File: src/rtl/dla_pkg.sv
package dla_pkg;

    localparam int DLA_NUM_LINES   = 6;
    localparam int DLA_ALLOC_LINES = 5;
    localparam int DLA_EP_W        = 4;
    localparam int DLA_REQ_W       = 7;

    typedef enum logic [1:0] {
        ST_NONE    = 2'd0,
        ST_GRANT   = 2'd1,
        ST_BUSY    = 2'd2,
        ST_REFUSED = 2'd3
    } dla_status_e;

    // Request-output number driven by each line index.
    function automatic logic [DLA_REQ_W-1:0] dla_line_reqnum(input int idx);
        case (idx)
            0:       return 7'd2;
            1:       return 7'd3;
            2:       return 7'd14;
            3:       return 7'd15;
            4:       return 7'd16;
            5:       return 7'd64;
            default: return 7'd0;
        endcase
    endfunction

endpackage

File: src/rtl/dla_free_search.sv
// Lowest-index search over the allocatable lines.
module dla_free_search #(
    parameter  int ALLOC_LINES = 5,
    parameter  int LINE_W      = 3
) (
    input  logic [ALLOC_LINES-1:0] taken_i,
    output logic                   found_o,
    output logic [LINE_W-1:0]      idx_o
);

    logic [ALLOC_LINES-1:0] free_v;

    genvar g;
    generate
        for (g = 0; g < ALLOC_LINES; g++) begin : g_free
            assign free_v[g] = ~taken_i[g];
        end
    endgenerate

    always_comb begin
        found_o = 1'b0;
        idx_o   = '0;
        for (int i = ALLOC_LINES - 1; i >= 0; i--) begin
            if (free_v[i]) begin
                found_o = 1'b1;
                idx_o   = LINE_W'(i);
            end
        end
    end

endmodule

File: src/rtl/dla_mask_bit.sv
// One-hot interrupt mask position for an endpoint and direction.
module dla_mask_bit #(
    parameter  int EP_W   = 4,
    localparam int RX_OFS = (1 << EP_W) - 1,
    localparam int MASK_W = RX_OFS + (1 << EP_W)
) (
    input  logic [EP_W-1:0]   ep_i,
    input  logic              tx_i,
    output logic [MASK_W-1:0] bit_o
);

    logic [5:0] pos;

    always_comb begin
        pos   = tx_i ? 6'(ep_i) : 6'(ep_i) + 6'(RX_OFS);
        bit_o = MASK_W'(1) << pos;
    end

endmodule

File: src/rtl/dla_reqnum_lut.sv
// Line index to request-output number.
module dla_reqnum_lut
    import dla_pkg::*;
#(
    parameter  int NUM_LINES = DLA_NUM_LINES,
    parameter  int LINE_W    = 3
) (
    input  logic [LINE_W-1:0]    idx_i,
    output logic [DLA_REQ_W-1:0] num_o
);

    logic [DLA_REQ_W-1:0] entry [NUM_LINES];

    genvar g;
    generate
        for (g = 0; g < NUM_LINES; g++) begin : g_ent
            assign entry[g] = dla_line_reqnum(g);
        end
    endgenerate

    always_comb begin
        num_o = '0;
        for (int i = 0; i < NUM_LINES; i++) begin
            if (idx_i == LINE_W'(i)) num_o = entry[i];
        end
    end

endmodule

File: src/rtl/dla_line_alloc.sv
module dla_line_alloc
    import dla_pkg::*;
#(
    parameter  int NUM_LINES   = DLA_NUM_LINES,
    parameter  int ALLOC_LINES = DLA_ALLOC_LINES,
    parameter  int EP_W        = DLA_EP_W,
    localparam int FIELD_W     = EP_W + 1,
    localparam int MAP_W       = NUM_LINES * FIELD_W,
    localparam int LINE_W      = $clog2(NUM_LINES),
    localparam int MASK_W      = 2 * (1 << EP_W) - 1
) (
    input  logic                 clk,
    input  logic                 rst_n,
    input  logic                 shared_mode_i,
    input  logic                 alloc_req_i,
    input  logic [EP_W-1:0]      alloc_ep_i,
    input  logic                 alloc_tx_i,
    input  logic                 rel_req_i,
    input  logic [LINE_W-1:0]    rel_line_i,
    input  logic [EP_W-1:0]      rel_ep_i,
    output logic                 rsp_valid_o,
    output logic [1:0]           rsp_status_o,
    output logic [LINE_W-1:0]    rsp_line_o,
    output logic [DLA_REQ_W-1:0] rsp_reqnum_o,
    output logic [MAP_W-1:0]     map_o,
    output logic [MASK_W-1:0]    irq_mask_o,
    output logic [MASK_W-1:0]    irq_clr_o,
    output logic                 rel_err_o
);

    typedef struct packed {
        logic [MAP_W-1:0]     map;
        logic [MASK_W-1:0]    mask;
        logic [MASK_W-1:0]    clr;
        logic                 err;
        logic                 vld;
        dla_status_e          st;
        logic [LINE_W-1:0]    line;
        logic [DLA_REQ_W-1:0] reqnum;
    } state_t;

    state_t s_d, s_q;

    // Release stage signals
    logic [FIELD_W-1:0]     rel_fld;
    logic                   rel_hit;
    logic [MAP_W-1:0]       map_rel;
    logic [MASK_W-1:0]      rel_bit;

    // Allocate stage signals
    logic [ALLOC_LINES-1:0] taken_v;
    logic                   free_found;
    logic [LINE_W-1:0]      free_idx;
    logic [LINE_W-1:0]      grant_line;
    logic [DLA_REQ_W-1:0]   grant_num;
    logic [MASK_W-1:0]      alloc_bit;

    // Field selected by the release request
    always_comb begin
        rel_fld = '0;
        if (shared_mode_i) begin
            rel_fld = s_q.map[FIELD_W-1:0];
        end else begin
            for (int i = 0; i < ALLOC_LINES; i++) begin
                if (rel_line_i == LINE_W'(i)) rel_fld = s_q.map[i*FIELD_W +: FIELD_W];
            end
        end
    end

    always_comb begin
        rel_hit = rel_req_i && (rel_fld[EP_W-1:0] != '0) &&
                  (!shared_mode_i || rel_fld[EP_W-1:0] == rel_ep_i);
        map_rel = s_q.map;
        if (rel_hit) begin
            if (shared_mode_i) begin
                map_rel = '0;
            end else begin
                for (int i = 0; i < ALLOC_LINES; i++) begin
                    if (rel_line_i == LINE_W'(i)) map_rel[i*FIELD_W +: FIELD_W] = '0;
                end
            end
        end
    end

    dla_mask_bit #(.EP_W(EP_W)) u_rel_bit (
        .ep_i  (rel_fld[EP_W-1:0]),
        .tx_i  (rel_fld[EP_W]),
        .bit_o (rel_bit)
    );

    // Occupancy seen by the search, after the release is applied
    genvar g;
    generate
        for (g = 0; g < ALLOC_LINES; g++) begin : g_taken
            assign taken_v[g] = |map_rel[g*FIELD_W +: EP_W];
        end
    endgenerate

    dla_free_search #(.ALLOC_LINES(ALLOC_LINES), .LINE_W(LINE_W)) u_search (
        .taken_i (taken_v),
        .found_o (free_found),
        .idx_o   (free_idx)
    );

    dla_mask_bit #(.EP_W(EP_W)) u_alloc_bit (
        .ep_i  (alloc_ep_i),
        .tx_i  (alloc_tx_i),
        .bit_o (alloc_bit)
    );

    assign grant_line = shared_mode_i ? '0 : free_idx;

    dla_reqnum_lut #(.NUM_LINES(NUM_LINES), .LINE_W(LINE_W)) u_lut (
        .idx_i (grant_line),
        .num_o (grant_num)
    );

    // Next-state computation
    always_comb begin
        s_d        = s_q;
        s_d.map    = map_rel;
        s_d.clr    = '0;
        s_d.err    = rel_req_i && !rel_hit;
        s_d.vld    = alloc_req_i;
        s_d.st     = ST_NONE;
        s_d.line   = '0;
        s_d.reqnum = '0;

        if (rel_hit) begin
            s_d.mask = s_q.mask | rel_bit;
            s_d.clr  = rel_bit;
        end

        if (alloc_req_i) begin
            if (alloc_ep_i == '0) begin
                s_d.st = ST_REFUSED;
            end else if ((shared_mode_i && map_rel == '0) || (!shared_mode_i && free_found)) begin
                s_d.st     = ST_GRANT;
                s_d.line   = grant_line;
                s_d.reqnum = grant_num;
                s_d.mask   = s_d.mask & ~alloc_bit;
                if (shared_mode_i) begin
                    s_d.map = MAP_W'({alloc_tx_i, alloc_ep_i});
                end else begin
                    for (int i = 0; i < ALLOC_LINES; i++) begin
                        if (grant_line == LINE_W'(i)) s_d.map[i*FIELD_W +: FIELD_W] = {alloc_tx_i, alloc_ep_i};
                    end
                end
            end else begin
                s_d.st = ST_BUSY;
            end
        end
    end

    always_ff @(posedge clk or negedge rst_n) begin
        if (!rst_n) begin
            s_q.map    <= '0;
            s_q.mask   <= '1;
            s_q.clr    <= '0;
            s_q.err    <= 1'b0;
            s_q.vld    <= 1'b0;
            s_q.st     <= ST_NONE;
            s_q.line   <= '0;
            s_q.reqnum <= '0;
        end else begin
            s_q <= s_d;
        end
    end

    assign rsp_valid_o  = s_q.vld;
    assign rsp_status_o = s_q.st;
    assign rsp_line_o   = s_q.line;
    assign rsp_reqnum_o = s_q.reqnum;
    assign map_o        = s_q.map;
    assign irq_mask_o   = s_q.mask;
    assign irq_clr_o    = s_q.clr;
    assign rel_err_o    = s_q.err;

endmodule

File: config.mk
export PLATFORM = sky130hd
export DESIGN_NAME = dla_line_alloc
export DESIGN_NICKNAME = d
export VERILOG_FILES = /design/src/rtl/dla_pkg.sv /design/src/rtl/dla_free_search.sv /design/src/rtl/dla_mask_bit.sv /design/src/rtl/dla_reqnum_lut.sv /design/src/rtl/dla_line_alloc.sv
export SDC_FILE = /design/constraint.sdc
export NUM_CORES = 1
export LEC_CHECK = 0
export BUFFER_PORTS_ARGS = -buffer_cell sky130_fd_sc_hd__buf_2
export CAP_MARGIN = 15
export CORE_MARGIN = 5
export CORE_UTILIZATION = 53
export CTS_BUF_LIST = sky130_fd_sc_hd__clkbuf_16
export CTS_CLUSTER_SIZE = 25
export DETAILED_ROUTE_END_ITERATION = 7
export PLACE_DENSITY = 0.77
export SETUP_SLACK_MARGIN = 0.4
export SLEW_MARGIN = 20
export SYNTH_ARGS = -nofsm -noshare
export SYNTH_HDL_FRONTEND = slang
export SYNTH_SLANG_ARGS = --single-unit
File: constraint.sdc
create_clock -name clk -period 4.75 [get_ports clk]
set_clock_uncertainty 0.05 [all_clocks]
set_input_delay 0.475 -clock clk [delete_from_list [all_inputs] [get_ports clk]]
set_output_delay 0.475 -clock clk [all_outputs]
set_load 0.005 [all_outputs]
After elaboration in Yosys (flattened, before gate mapping)
Index checks and enable logic that the tools add are counted.

operators by class
  add/subtract/negate cells = 2
  equal/unequal tests = 10
  shift operators = 2
  muxes and demuxes = 49
  bitwise logic cells = 3
  reductions and logical operators = 19

operator list
  kind                    number
  $mux W61                3
  $mux W5                 19
  $mux W62                1
  $shl A1 B6 Y31 const A  2
  $mux W25                2
  $and A31 B31 Y31        1
  $not A31 Y31            1
  $or A31 B31 Y31         1
  $logic_not A30 Y1       1
  $mux W30                1
  $mux W10                2
  $reduce_or A4 Y1        5
  $mux W3                 6
  $eq A3 B2 Y1 const B    4
  $mux W12                1
  $mux W6                 2
  $add A4 B4 Y5 const B   2
  $eq A3 B3 Y1 const B    3
  $mux W2                 4
  $mux W4                 2
  $mux W7                 1
  $eq A3 B1 Y1 const B    2
  $logic_not A3 Y1        2
  $logic_and A1 B1 Y1     5
  other kinds (6)         12

word-level totals
  register bits = 106
  bits of input ports = 17
  output and inout port bits = 106

Longest topological paths before layout
Gate-level depths: netlist (run 1).

  depth in word-level cells = 28
  depth in mapped cells = 18
  mapped depth without buffers = 13

Modules after synthesis
Synthesis (run 1) repeated with hierarchy kept, for this count alone.

second synthesis, totals
  cell total of the unflattened synthesis = 574
  area, all modules = 6,085.8 um^2

modules (own cells, without submodules)
  module           instances  cells each  area an instance (um^2)  sequential area each (um^2)
  dla_line_alloc   1          383         4,808.4                  2,691.3
  dla_mask_bit     2          88          589.3                    0.0
  dla_reqnum_lut   1          8           56.3                     0.0
  dla_free_search  1          7           42.5                     0.0

Least setup slack after synthesis (run 1)
OpenSTA, ideal clock, no wires.

  kind = in2reg
  from = input rel_line_i[0]
  to = register s_q (netlist bit irq_mask_o[30])
  arrival = 3.688 ns
  required time = 4.638 ns
  setup slack = 0.950 ns
  stages on the path = 16
  path buffers = 3
  cells stage by stage = buf_2 mux2_2 a21oi_1 and2_1 or2_2 clkbuf_1 ha_1 o311ai_4 a211o_1 a21boi_1 nand4_1 o31a_1 a31oi_4 nand2b_4 buf_6 o32a_1

RTL lines
  element             line                  RTL
  start: declaration  dla_line_alloc.sv:19  input logic [LINE_W-1:0] rel_line_i,
  end: declaration    dla_line_alloc.sv:42  state_t s_d, s_q;

==> impl_metrics.py, run 1 <==
metrics = {
    "worst_setup_path": {
        "start_kind": "input pin",
        "cp.required_ns": 4.99,
        "critPathArrivalTime_ns": 4.36,
        "cp_max_fo": 23,
        "crit_type": "input pin to register",
        "cp-end-kind": "register",
    },
    "synthesis": {
        "ys_seq_elements": 104,
        "yosysWarnings": 0,
        "synth_area_um2": 4970,
        "synthFlopType": "dfrtp_1",
        "synth-edff-count": 0,
        "seq_area_frac_synth": 0.531,
        "ys_async_sr_fraction": 1.00,
        "avgSynthCellArea_um2": 10.9,
        "ys_types": 78,
        "netlist_instances": 456,
    },
    "global_routing": {
        "grt_pass1_wl_mm": 23.5,
        "grt_max_degree": 62,
        "antenna_found_initial": 0,
        "track_usage": 0.262,
        "grt_pass1_vias": 4419,
        "gr-total-overflow": 0,
        "use_met3": 0.0542,
        "grt_util_met2": 0.424,
        "busiest_layer": "met2",
        "grt_use_met1": 0.350,
    },
    "route": {
        "wl_per_cell_um": 21.2,
        "vias": 4300,
        "drt_wl_total_mm": 14.7,
        "drc_errors": 0,
        "vias_per_cell": 6.23,
        "drt-initial-drc-count": 386,
        "drtPass1Iterations": 5,
        "ant_nets": 0,
    },
    "flow_run": {
        "maxCapViolCount": 0,
    },
    "placed_design": {
        "place_hpwl_mm": 10.5,
        "io_buffers": 121,
        "gp_congestion": 0.948,
    },
    "finish": {
        "fin_util": 0.647,
        "ff_latch_area_um2": 2640,
        "syn_to_final_growth_pct": 19.6,
        "n_antenna_cell": 0,
        "drive_gt1_frac": 0.345,
        "nFillCells": 741,
        "finalNetCount": 594,
        "multi_input_area_um2": 2170,
    },
    "timing": {
        "slew_headroom": 0.374,
        "setup_tns_ns": 0,
        "clock.fmax_ghz": 0.243,
        "slew_viol_final": 0,
        "hold_violations": 0,
        "setup_viol": 0,
        "finalCritPeriodShare": 0.868,
        "finalCriticalPeriod_ns": 4.12,
        "worstMarginPinSlew_ns": 0.926,
        "rsz0062_at_grt": "false",
    },
    "run_status": {
        "outcome": "finished, final reports clean",
    },
    "die": {
        "row_count": 35,
        "die_h_um": 107,
        "io_pins": 123,
        "core_um2": 9200,
        "initial_core_util": 0.541,
        "die_w_um": 107,
        "dieArea_um2": 11400,
    },
    "clock_tree": {
        "cts.sinks": 104,
        "ctsRootBufferMaster": "clkbuf_16",
        "path_clk_slew_ns": 0.08,
        "clock_latency_ns": 0.34,
        "cts_tree": "yes",
        "htree_levels": 3,
        "clock_path_buffers": 2,
        "cts-buffers-inserted": 9,
    },
    "pwr": {
        "ir_worst_vdd_v": 0.000261,
        "p_leak_nw": 2.84,
        "power_density_nw_per_um2": 572,
    },
    "min_path": {
        "min_path_type": "input pin to asynchronous set/reset pin",
    },
}
-- sequential cells by signal, summed over array words and instances, names as in the netlist --
name / count
irq_clr_o: 31
irq_mask_o: 31
map_o: 30
rsp_reqnum_o: 5
rsp_line_o: 3
rsp_status_o: 2
rel_err_o: 1
rsp_valid_o: 1
-- kinds of logic (layout without fill, tap and decap cells) --
group,Yosys count,in the layout,synth area share
compound gates,119,119,0.202
fa+ha+maj,3,3,0.00755
other cells,1,2,0.000754
simple gates,175,175,0.183
flops,104,104,0.531
xor+xnor,8,8,0.0141
buf+inv,36,158,0.0347
mux,10,10,0.0259
-- placed cells by master (no fill, tap or decap), drive strengths merged, types with 5 or more instances in the layout --
master and instances:
nor4 6, a22o 16, and2 5, dfrtp 73, a31oi 5, nor3b 6
clkbuf 9, xnor2 5, o21ai 12, mux2i 5, buf 127, nand3 7
nand2b 8, nor3 22, o21a 6, inv 18, a2bb2oi 12, a21oi 13
dfstp 31, nand2 36, o32a 14, nor2b 14, nor2 50
-- routing by layer --
| metal | routed length, um | vias to the layer above |
|---|---|---|
| met3 | 1250 | 35 |
| met5 | 0 | - |
| met4 | 383 | 0 |
| met2 | 7030 | 227 |
| li1 | - | 1926 |
| met1 | 6000 | 2112 |
-- where the power goes --
group          switching (mW)  internal, mW  leakage, nW  total (mW)
clock network           0.352         0.365        0.141       0.717
logic                   0.703         0.556         1.40        1.26
registers               0.225          1.20         1.30        1.43
total                    1.28          2.12         2.84        3.40
-- final timing paths --
check                                    startpoint  slack, ns  depth (start not counted)                       end
setup / recovery                      rel_line_i[0]       0.63                         14  irq_mask_o[18]$_DFF_PN1_
hold / removal                                rst_n       0.07                          1       map_o[26]$_DFF_PN0_
setup reg to reg                map_o[15]$_DFF_PN0_       0.68                         13  irq_mask_o[18]$_DFF_PN1_
hold reg to reg            irq_mask_o[13]$_DFF_PN1_       0.45                          1  irq_mask_o[13]$_DFF_PN1_
max in group asynchronous                     rst_n       3.43                          2   irq_clr_o[30]$_DFF_PN0_
min in group clk                        alloc_req_i       0.29                          1     rsp_valid_o$_DFF_PN0_
-- area by class of cell --
cell class                 instances  share of cell area
multi-input combinational        317               0.365
timing repair buffer             127               0.110
tap                              111              0.0234
clock inverter                     7              0.0105
clock buffer                       9              0.0379
inverter                          15             0.00947
sequential                       104               0.444
-- what timing repair did --
| action | 4_1_cts | 5_1_grt |
|---|---|---|
| hold buffers | 0 | 0 |
| resized for setup | 0 | 2 |
| setup endpoints to repair | 0 | 13 |
| buffers inserted | 0 | 0 |
-- worst max-delay path, stage by stage --
cell and delay (ns):
buf_2 0.26, mux2_2 0.37, a21oi_1 0.25, and2_1 0.18, or2_2 0.15, ha_1 0.30
o311ai_4 0.16, a211o_1 0.49, a21oi_1 0.34, nand4_1 0.18, o31a_1 0.32, a31oi_4 0.28
nand2b_4 0.37, o32a_1 0.23
-- cells in the mapped netlist, types with 7 or more instances --
library cell   n  area share
a22o_1        16       0.028
a2bb2oi_1     11       0.019
nor2b_1       14       0.018
nor3_1        21       0.021
o32a_1        14       0.028
inv_1         13      0.0098
dfstp_2       31        0.16
nand2b_1       7      0.0088
clkbuf_1      10      0.0076
nand2_1       36       0.027
nand3_1        7      0.0070
nor2_1        49       0.037
o21ai_0       10       0.010
a21oi_1       13       0.013
dfrtp_1       73        0.37
-- per-stage QoR --
stage	hold WS (ns)	setup slack, ns	cells	power (mW)	area [um^2]
3_5_place_dp	0.441	0.383	674	2.66	5650
5_1_grt	0.117	0.408	690	3.58	5950
4_1_cts	0.0866	0.732	690	3.39	5940
2_1_floorplan	0.129	0.950	457	2.14	4970
3_3_place_gp	0.443	0.530	674	2.63	5650
6_report	0.0706	0.629	690	3.40	5950
(Power assumes the default switching activity.)
==> run 2: changes to the inputs <==
==> constraint.sdc (replaced) <==
create_clock -name clk -period 4.75 [get_ports clk]
set_clock_uncertainty 0.05 [all_clocks]
set_input_delay 0.2375 -clock clk [delete_from_list [all_inputs] [get_ports clk]]
set_output_delay 0.2375 -clock clk [all_outputs]
set_load 0.005 [all_outputs]
==> run 2 against run 1 <==
  * Sequential share of layout area up 0.075 points
  * Core utilization fell by 0.11 points
  * Critical path depth shrank 1
  * Non-clock buffer count is 1 lower
  * Register-to-register slack worse by 0.03 ns
  * Sequential power barely moved
  * Sequential cell count is the same
  * Via count up 1.7%
  * Combinational power about the same
  * Final area is 0.17% lower
  * Critical endpoint is now irq_mask_o[22]$_DFF_PN1_
  * Largest cell class unchanged
==> impl_metrics.py, run 2 (synthesis gave the netlist of run 1 again) <==
metrics = {
    "worst_setup_path": {
        "cp_max_fo": 23,
        "cpMostUsedCell": "a21oi_1",
        "cp.depth": 13,
        "cp-startpoint": "map_o[10]$_DFF_PN0_",
        "crit_slowest_cell": "a211o_1",
        "cp.required_ns": 4.99,
        "slowest_delay_ns": 0.48,
        "critical-path-top-delay-family": "compound AO/OA/AOI/OAI gates",
        "cp_num_buf_inv": 0,
        "crit_path_cell_trace": "mux2_2 -> a21oi_1 -> and2_1 -> or2_2 -> ha_1 -> o311ai_4 -> a211o_1 -> a21oi_1 -> nand4_1 -> o31a_1 -> a31oi_4 -> nand2b_4 -> o32a_1",
        "start_kind": "register",
        "cp-end-kind": "register",
        "crit_type": "register to register",
        "reg2reg_from": "map_o[10]$_DFF_PN0_",
        "timing.rr.end": "irq_mask_o[22]$_DFF_PN1_",
        "regToRegSetupSlack_ns": 0.65,
        "reg2reg_depth": 13,
        "critPathArrivalTime_ns": 4.34,
    },
    "run_status": {
        "outcome": "finished, final reports clean",
    },
    "flow_run": {
        "maxCapViolCount": 0,
    },
    "finish": {
        "layout_commonest_cell": "buf_2",
        "n_antenna_cell": 0,
        "syn_to_final_growth_pct": 19.4,
        "finalNonFillerCells": 689,
        "final_cell_mix": "120 x buf_2, 73 x dfrtp_1, 49 x nor2_1, 36 x nand2_1, 31 x dfstp_2",
        "final_area_um2": 5940,
        "drive_gt1_frac": 0.341,
        "finalNetCount": 593,
    },
    "timing": {
        "hold_violations": 0,
        "slew_viol_final": 0,
        "worstMarginPinSlew_ns": 0.864,
        "rsz0062_at_grt": "true",
        "setup_viol": 0,
        "slew_headroom": 0.416,
        "finalCritPeriodShare": 0.864,
        "clock.fmax_ghz": 0.244,
        "finalCriticalPeriod_ns": 4.10,
        "holdWs_ns": 0.0571,
        "setup_tns_ns": 0,
    },
    "route": {
        "vias_per_cell": 6.35,
        "drt-initial-drc-count": 449,
        "wl_per_cell_um": 21.6,
        "ant_nets": 0,
        "drc_errors": 0,
        "vias": 4373,
        "drtPass1Iterations": 5,
        "drt_wl_total_mm": 14.9,
    },
    "global_routing": {
        "antenna_found_initial": 0,
        "track_usage": 0.268,
        "grt_pass1_vias": 4376,
        "grt_pass1_wl_mm": 23.8,
        "gr-total-overflow": 0,
        "grt_max_degree": 62,
    },
    "min_path": {
        "min_delay_worst_endpoint": "rsp_valid_o$_DFF_PN0_",
        "min-delay-start": "alloc_req_i",
        "min_path_type": "input pin to register",
        "hold_path_depth": 1,
    },
    "clock_tree": {
        "htree_levels": 3,
        "cts_tree": "yes",
        "clock_latency_ns": 0.34,
        "post_cts_buffers": 0,
        "path_clk_slew_ns": 0.08,
        "cts-buffers-inserted": 9,
        "ctsRootBufferMaster": "clkbuf_16",
        "cts.sinks": 104,
        "clock_path_buffers": 2,
    },
    "die": {
        "core_um2": 9200,
        "die_w_um": 107,
        "row_count": 35,
        "dieArea_um2": 11400,
        "die_h_um": 107,
        "initial_core_util": 0.541,
        "io_pins": 123,
    },
    "placed_design": {
        "dp_cells": 672,
        "place_hpwl_mm": 10.7,
        "io_buffers": 121,
        "gp_congestion": 0.945,
        "placed_cell_area_um2": 5640,
    },
    "pwr": {
        "p_leak_nw": 2.83,
        "ir_worst_vdd_v": 0.000311,
        "power_density_nw_per_um2": 574,
    },
}
run 2: changes by cell type in the layout (fill, tap and decap cells not counted), sizes merged:
cell         delta
buf             -2
clkinv          +1
dlygate4sd3     +1
inv             -1
run 2: power breakdown:
group / switching (mW) / internal, mW
Combinational: 0.711 / 0.551
Sequential: 0.224 / 1.20
Clock: 0.353 / 0.365
run 2: metrics by stage:
step	util	setup WS [ns]	power, mW
after floorplan	-	1.19	2.14
final	0.646	0.647	3.41
after global placement	0.613	0.766	2.63
after global routing	0.646	0.374	3.59
after detailed placement	0.613	0.603	2.66
after CTS	0.645	0.718	3.39
run 2: layer usage:
metal  vias up  global-route usage  routed length [um]
li1       1924                   -                   -
met2       250               0.419                7050
met5         -                   0                   0
met1      2166               0.358                6200
met4         0               0.116                 369
met3        33              0.0644                1290
run 2: layout make-up:
class / count / area, um^2
sequential: 104 / 2640
inverter: 15 / 56.3
timing repair buffer: 126 / 648
clock buffer: 9 / 225
tap: 111 / 139
multi-input combinational: 317 / 2160
clock inverter: 7 / 62.6
fill: 781 / 3260
run 2: repair_timing:
action | in CTS | in global routing
hold endpoints to repair | 39 | 0
gates resized for setup | 0 | 1
setup endpoints to repair | 0 | 1
hold buffers | 1 | 0
run 2: worst max path at each step:
stage,end
floorplan,irq_mask_o[30]$_DFF_PN1_
global placement,map_o[24]$_DFF_PN0_
detailed placement,map_o[24]$_DFF_PN0_
CTS,irq_mask_o[10]$_DFF_PN1_
global route,rsp_reqnum_o[0]$_DFF_PN0_
finish,irq_mask_o[22]$_DFF_PN1_
==> run 3: changes to the inputs <==
--- a/config.mk
+++ b/config.mk
@@ -9,7 +9,6 @@
 export CAP_MARGIN = 15
 export CORE_MARGIN = 5
 export CORE_UTILIZATION = 53
-export CTS_BUF_LIST = sky130_fd_sc_hd__clkbuf_16
 export CTS_CLUSTER_SIZE = 25
 export DETAILED_ROUTE_END_ITERATION = 7
 export PLACE_DENSITY = 0.77
==> run 3 against run 2 <==
  * Count of clock-buffer cells in the layout increased by 1
  * Global-route usage decreased by 0.13 points
  * Hold slack got worse by 0.038 ns
  * Core utilization decreased by 0.98 points
  * Fmax increased by 0.17%
  * Final area decreased by 1.5%
  * Sequential power about the same
==> impl_metrics.py, run 3 (synthesis gave the netlist of run 1 again) <==
metrics = {
    "global_routing": {
        "gr-total-overflow": 0,
        "track_usage": 0.267,
        "grt_pass1_vias": 4361,
        "grt_max_degree": 62,
        "antenna_found_initial": 0,
        "use_met3": 0.0590,
        "grt_util_met2": 0.426,
        "grt_pass1_wl_mm": 23.7,
        "busiest_layer": "met2",
        "grt_use_met1": 0.359,
    },
    "timing": {
        "hold_violations": 0,
        "clock.fmax_ghz": 0.244,
        "finalCritPeriodShare": 0.862,
        "slew_viol_final": 0,
        "slew_headroom": 0.387,
        "rsz0062_at_grt": "true",
        "worstMarginPinSlew_ns": 0.906,
        "setup_tns_ns": 0,
        "setup_ws_ns": 0.654,
        "setup_viol": 0,
        "finalCriticalPeriod_ns": 4.10,
    },
    "placed_design": {
        "place_ws_ns": 0.603,
        "place_hpwl_mm": 10.7,
        "io_buffers": 121,
        "gp_congestion": 0.945,
    },
    "worst_setup_path": {
        "cp_max_fo": 23,
        "timing.rr.end": "irq_mask_o[10]$_DFF_PN1_",
        "crit_path_cell_trace": "mux2_2 -> a21oi_1 -> and2_1 -> or2_2 -> ha_1 -> o311ai_4 -> a211o_1 -> a21boi_1 -> nand4_1 -> o31a_1 -> a31oi_4 -> nand2b_4 -> o32a_1",
        "reg2reg_from": "map_o[10]$_DFF_PN0_",
        "reg2reg_depth": 13,
        "crit_type": "register to register",
        "cp-startpoint": "map_o[10]$_DFF_PN0_",
        "start_kind": "register",
        "critPathArrivalTime_ns": 4.36,
        "crit_slowest_cell": "a211o_1",
        "slowest_delay_ns": 0.48,
        "cp-end-kind": "register",
        "cp.required_ns": 5.02,
        "regToRegSetupSlack_ns": 0.65,
    },
    "pwr": {
        "ir_worst_vdd_v": 0.000229,
        "p_leak_nw": 2.79,
        "power_density_nw_per_um2": 552,
    },
    "die": {
        "initial_core_util": 0.541,
        "core_um2": 9200,
        "die_w_um": 107,
        "die_h_um": 107,
        "io_pins": 123,
        "row_count": 35,
        "dieArea_um2": 11400,
    },
    "finish": {
        "layout_commonest_cell": "buf_2",
        "syn_to_final_growth_pct": 17.6,
        "nFillCells": 793,
        "finalNetCount": 593,
        "n_antenna_cell": 0,
        "final_cell_mix": "120 x buf_2, 73 x dfrtp_1, 49 x nor2_1, 36 x nand2_1, 31 x dfstp_2",
        "multi_input_area_um2": 2170,
        "drive_gt1_frac": 0.343,
        "ff_latch_area_um2": 2640,
    },
    "route": {
        "vias": 4321,
        "vias_per_cell": 6.27,
        "drtPass1Iterations": 5,
        "ant_nets": 0,
        "wl_per_cell_um": 21.5,
        "drt-initial-drc-count": 409,
        "drc_errors": 0,
        "drt_wl_total_mm": 14.8,
    },
    "min_path": {
        "min-delay-start": "alloc_req_i",
        "hold_path_depth": 1,
        "min_delay_worst_endpoint": "rsp_valid_o$_DFF_PN0_",
        "min_path_type": "input pin to register",
    },
    "clock_tree": {
        "cts.sinks": 104,
        "cts-buffers-inserted": 9,
        "ctsRootBufferMaster": "clkbuf_8",
        "htree_levels": 3,
        "path_clk_slew_ns": 0.11,
        "post_cts_buffers": 0,
        "clock_latency_ns": 0.37,
        "clock_path_buffers": 2,
        "cts_tree": "yes",
    },
    "flow_run": {
        "maxCapViolCount": 0,
    },
    "run_status": {
        "outcome": "finished, final reports clean",
    },
}
-- run 3: per-stage QoR --
step	total power [mW]	hold WS (ns)	utilization	std cells	area, um^2
finish	3.23	0.0193	0.636	689	5850
CTS	3.21	0.0168	0.635	689	5840
detailed placement	2.66	0.212	0.613	672	5640
global route	3.41	0.0131	0.636	689	5850
floorplan	2.14	-0.108	-	457	4970
global placement	2.63	0.207	0.613	672	5640
-- run 3: layout make-up --
class	instances	area share
clock buffer	10	0.0235
inverter	15	0.00963
tap	111	0.0238
timing repair buffer	126	0.111
clock inverter	6	0.0101
sequential	104	0.452
multi-input combinational	317	0.370
-- run 3: metal layers --
metal,up-vias,part of all wire
met5,-,0
met2,243,0.47
li1,1919,-
met4,0,0.028
met3,49,0.086
met1,2110,0.41
-- run 3: worst max-delay path, delay by kind of cell (launching register included) --
family	cells	cell delay (ns)
AOI/OAI and AO/OA	7	2.07
DFF	1	0.44
and+or+nand+nor	4	0.89
adders and majority gates	1	0.30
muxes	1	0.28
-- run 3: worst max-delay path by stage --
stage	end	slack, ns	depth (start not counted)
floorplan	irq_mask_o[30]$_DFF_PN1_	1.19	16
global placement	map_o[24]$_DFF_PN0_	0.77	13
detailed placement	map_o[24]$_DFF_PN0_	0.60	13
CTS	map_o[24]$_DFF_PN0_	0.71	12
global route	rsp_line_o[0]$_DFF_PN0_	0.39	13
finish	irq_mask_o[10]$_DFF_PN1_	0.65	13
-- run 3: where the power goes --
part           switching (mW)  internal (mW)  leakage [nW]
Clock                   0.333          0.216        0.0966
Sequential              0.225           1.20          1.30
Combinational           0.704          0.550          1.39
-- run 3: repair_timing --
item / in CTS / in global routing
hold buffers: 1 / 0
hold endpoints to repair: 39 / 0
setup endpoints to repair: 0 / 1
gates resized for setup: 0 / 1
